`config.mk`:
```
export PLATFORM = sky130hd
export DESIGN_NAME = pwm_bank
export DESIGN_NICKNAME = d
export VERILOG_FILES = /design/src/rtl/pwm_bank_pkg.sv /design/src/rtl/pwm_bank_ctrl.sv /design/src/rtl/pwm_bank_chan.sv /design/src/rtl/pwm_bank.sv
export SDC_FILE = /design/constraint.sdc
export NUM_CORES = 1
export LEC_CHECK = 0
export BUFFER_PORTS_ARGS = -buffer_cell sky130_fd_sc_hd__buf_4
export CAP_MARGIN = 5
export CELL_PAD_IN_SITES_DETAIL_PLACEMENT = 0
export CELL_PAD_IN_SITES_GLOBAL_PLACEMENT = 2
export CORE_ASPECT_RATIO = 0.7
export CORE_MARGIN = 5
export CORE_UTILIZATION = 38
export CTS_BUF_LIST = sky130_fd_sc_hd__clkbuf_4
export DETAILED_ROUTE_END_ITERATION = 8
export GPL_ROUTABILITY_DRIVEN = 0
export PLACE_DENSITY_LB_ADDON = 0.1
export SYNTH_ARGS = -nofsm -noshare
export SYNTH_HDL_FRONTEND = slang
export SYNTH_HIERARCHICAL = 1
export SYNTH_SLANG_ARGS = --single-unit
```
`constraint.sdc`:
```
create_clock -name clk -period 2.25 [get_ports clk]
set_input_delay 0.1125 -clock clk [delete_from_list [all_inputs] [get_ports clk]]
set_output_delay 0.1125 -clock clk [all_outputs]
set_load 0.01 [all_outputs]
```
`src/rtl/pwm_bank_pkg.sv`:
```
package pwm_bank_pkg;

  // Strobes sent from the counter control to the channel datapath
  typedef struct packed {
    logic step;   // an enabled edge is coming
    logic wrap;   // the enabled edge happens with the counter at zero
  } pwmStrobe_t;

endpackage

```
`src/rtl/pwm_bank_ctrl.sv`:
```
module pwm_bank_ctrl
  import pwm_bank_pkg::*;
#(
  parameter int CNT_W = 8
) (
  input  logic             clk,
  input  logic             rst,
  input  logic             enable,
  output logic [CNT_W-1:0] cnt,
  output pwmStrobe_t       strobe
);

  localparam logic [CNT_W-1:0] CNT_ZERO = '0;
  localparam logic [CNT_W-1:0] CNT_ONE  = CNT_W'(1);

  logic atZero;

  assign atZero = (cnt == CNT_ZERO);

  // Free-running sawtooth: plain binary rollover at the top value
  always_ff @(posedge clk or posedge rst) begin
    if (rst) begin
      cnt <= CNT_ZERO;
    end else if (enable) begin
      cnt <= cnt + CNT_ONE;
    end
  end

  always_comb begin
    strobe.step = enable;
    strobe.wrap = enable && atZero;
  end

endmodule

```
`src/rtl/pwm_bank_chan.sv`:
```
module pwm_bank_chan
  import pwm_bank_pkg::*;
#(
  parameter int NUM_CH = 8,
  parameter int CNT_W  = 8
) (
  input  logic                    clk,
  input  logic                    rst,
  input  pwmStrobe_t              strobe,
  input  logic [CNT_W-1:0]        cnt,
  input  logic [NUM_CH*CNT_W-1:0] levels,
  output logic [NUM_CH-1:0]       pwm
);

  for (genvar ch = 0; ch < NUM_CH; ch++) begin : g_chan
    logic [CNT_W-1:0] shadowLevel;
    logic             hitLevel;

    assign hitLevel = (cnt == shadowLevel);

    // Level is only taken at the period boundary
    always_ff @(posedge clk or posedge rst) begin
      if (rst) begin
        shadowLevel <= '0;
      end else if (strobe.wrap) begin
        shadowLevel <= levels[ch*CNT_W +: CNT_W];
      end
    end

    // Set at wrap (has priority), clear on exact match with the level
    always_ff @(posedge clk or posedge rst) begin
      if (rst) begin
        pwm[ch] <= 1'b0;
      end else if (strobe.wrap) begin
        pwm[ch] <= 1'b1;
      end else if (strobe.step && hitLevel) begin
        pwm[ch] <= 1'b0;
      end
    end
  end

endmodule

```
`src/rtl/pwm_bank.sv`:
```
module pwm_bank
  import pwm_bank_pkg::*;
#(
  parameter int NUM_CH = 8,
  parameter int CNT_W  = 8
) (
  input  logic                    clk,
  input  logic                    rst,
  input  logic                    enable,
  input  logic [NUM_CH*CNT_W-1:0] levels,
  output logic [NUM_CH-1:0]       pwmOut,
  output logic [CNT_W-1:0]        countOut
);

  pwmStrobe_t       strobe;
  logic [CNT_W-1:0] cnt;

  pwm_bank_ctrl #(.CNT_W(CNT_W)) ctrlInst (
    .clk    (clk),
    .rst    (rst),
    .enable (enable),
    .cnt    (cnt),
    .strobe (strobe)
  );

  pwm_bank_chan #(.NUM_CH(NUM_CH), .CNT_W(CNT_W)) chanInst (
    .clk    (clk),
    .rst    (rst),
    .strobe (strobe),
    .cnt    (cnt),
    .levels (levels),
    .pwm    (pwmOut)
  );

  assign countOut = cnt;

endmodule

```
==> flow_summary.json <==
{
  "status": "finished clean",
  "power_density_nw_per_um2": 1101,
  "synth_area_leaders": "dfrtp_1, mux2_2, xor2_1",
  "grt_pass1_vias": 2793,
  "fillers": 888,
  "coreArea_um2": 9834,
  "final_cell_mix": "buf_4, dfrtp_1, xor2_1",
  "pin_count": 83,
  "ant_nets": 0,
  "die_area_um2": 12390,
  "critPathMaxFanout": 9,
  "grt.overflow.total": 0,
  "cts_tree": "yes",
  "synth_seq_cells": 80,
  "rsz0062_at_grt": "false",
  "routed_wl_um": 9184,
  "pwr-share-seq_pct": 43.8,
  "cts.path.max_buffers": 2,
  "num_rows": 30,
  "p_sw_share_pct": 36.24,
  "ys_types": 21,
  "grt_pass1_wl_um": 14900,
  "yosysTopAreaCell": "dfrtp_1",
  "pwr-share-comb_pct": 45.3,
  "clk_latency_ps": 430,
  "syn_to_final_growth_pct": 37.34,
  "yosysWarnings": 6,
  "synth_fa_ha_area_share_pct": 0.6433,
  "via_count": 2695,
  "synth_compound_area_share_pct": 1.415,
  "die_x_um": 130.9,
  "max_cap_violations": 0,
  "cts_max_level": 3,
  "hpwl_um": 5952,
  "antenna_found_initial": 0,
  "synth_top_family_by_area": "multiplexers",
  "crit_type": "reg2reg",
  "p_int_w": 0.003751,
  "ir_drop_mv": 0.4581,
  "p_switching_w": 0.002132,
  "hold_violations": 0,
  "clkSlewWorstSetupHoldPaths_ps": 120,
  "ctsResizeCount": 0,
  "fmax_mhz": 505.4,
  "multi_input_area_um2": 1692,
  "port_buffers": 82,
  "drc": 0,
  "drive_above_1_share_pct": 39.20,
  "fin_util_pct": 54.33,
  "clock_skew_ps": 12.80,
  "diodes": 0,
  "min_period_ps": 1979,
  "syn_inst": 294,
  "grt_max_degree": 43,
  "timing.setup.tns_ps": 0,
  "post-cts-setup-buffers": 0,
  "cts_inserted_buffers": 9,
  "drt_iter0_drc": 106,
  "synth_top_area_share_pct": 51.46,
  "first_pass_iters": 4,
  "clockPowerShare_pct": 10.9,
  "max_slew_margin_pct": 63.57,
  "yosys.area_share.simple_pct": 6.851,
  "viasPerCell": 4.671,
  "yosysSeqAreaShare_pct": 51.46,
  "setup_violations": 0,
  "seqCellArea_um2": 2002,
  "cts_root_buffer": "clkbuf_4",
  "fin_nets": 516,
  "worstPathRequired_ps": 2610,
  "dp_cells": 498,
  "synthXorXnorAreaFrac_pct": 15.99,
  "power.leakage_nw": 2.508,
  "cts.sinks": 80,
  "wl_per_cell_um": 15.92,
  "synth_mux_area_share_pct": 18.53,
  "slew_violations": 0,
  "cp-start-kind": "register",
  "min_path_type": "in2async",
  "arrival_ps": 2340,
  "die_h_um": 94.65,
  "final_common_cell": "buf_4",
  "worstSetupEndpointType": "register",
  "globalRouteTotalUtil_pct": 16.00,
  "max_slew.worst_pin.slew_ps": 546.5,
  "floorplan.initialDensity_pct": 39.55,
  "synth_nets": 363,
  "syn-mean-instance-area_um2": 13.23,
  "synth.cell_area_um2": 3890,
  "finalCritPeriodShare_pct": 87.95,
  "fin_cells": 577
}
## worst max-delay path, cell delays in order, from the launching register on
cell	delay, ps
dfrtp_1	400
inv_1	70
ha_1	140
nor4b_1	210
and4b_4	400
nand2b_1	430
nor2_1	100
a31oi_1	150
## synth_stat cells
master	count
buf_6	13
nand2b_1	1
nor4_2	5
mux2_2	64
nand4_1	1
nor4_1	3
nand4_2	1
nor4b_1	1
nor2_1	19
xnor2_1	3
buf_4	5
a31oi_1	8
ha_1	2
dfrtp_1	80
xor2_1	68
o21ai_0	1
nand2_1	5
inv_1	4
and4b_2	1
nor3_1	8
nor3_2	1
## power by group through the flow
stage	Sequential (W)	Clock, W	Combinational (W)
finish	0.00257	0.000643	0.00267
global route	0.00267	0.000748	0.00294
CTS	0.00258	0.000684	0.00272
detailed placement	0.00261	0	0.00262
global placement	0.00260	0	0.00259
floorplan	0.00261	0	0.00188
## timing repair
action | 4_1_cts | 5_1_grt
hold buffers | 66 | 0
hold endpoints to repair | 147 | 0
endpoints found under the setup margin | 0 | 0
## registers in the layout, indices dropped and copies added (netlist names)
signal                       count
chanInst/g_chan.shadowLevel     64
chanInst/pwm                     8
ctrlInst/cnt                     8
## per-stage QoR
stage	setup slack [ps]	instance area, um2	hold WS, ps	power [W]
2_1_floorplan	312.6	3890	-71.84	0.004494
3_3_place_gp	341.8	4599	97.37	0.005192
3_5_place_dp	273.9	4599	103.8	0.005233
4_1_cts	261.6	5343	167.9	0.005984
5_1_grt	85.93	5343	176.0	0.006354
6_report	271.2	5343	194.8	0.005883
## cell type report
type                       count  area share [%]
tap                          128           2.998
timing repair buffer         160           26.04
clock buffer                   9           1.265
clock inverter                 4          0.2810
multi-input combinational    192           31.66
sequential                    80           37.47
inverter                       4          0.2810
## path summary, 6_finish.rpt
check,start,endpoint,slack [ps],depth (start not counted)
setup / recovery,ctrlInst/cnt[1],chanInst/pwm[0],270,7
hold / removal,rst,ctrlInst/cnt[2],190,3
setup reg to reg,ctrlInst/cnt[1],chanInst/pwm[0],270,7
hold reg to reg,chanInst/g_chan[6].shadowLevel[6],chanInst/g_chan[6].shadowLevel[6],540,1
max in group asynchronous,rst,chanInst/g_chan[3].shadowLevel[1],1480,4
min in group clk,levels[6],chanInst/g_chan[0].shadowLevel[6],440,3
## per-layer routing
metal / up-vias / global-route usage (%) / part of all wire (%)
li1: 1303 / - / -
met1: 1320 / 20.52 / 45
met2: 62 / 26.02 / 48
met3: 10 / 5.540 / 5.6
met4: 0 / 4.024 / 1.2
met5: - / 0 / 0
## kinds of logic (layout without fill, tap and decap cells)
family / after synthesis / in the layout
buffers and inverters: 22 / 177
and+or+nand+nor: 46 / 46
adders and majority gates: 2 / 2
AOI/OAI and AO/OA: 9 / 9
xor gates and xnor gates: 71 / 71
muxes: 64 / 64
DFF: 80 / 80
Note: power is estimated with default switching activity, not from simulation.
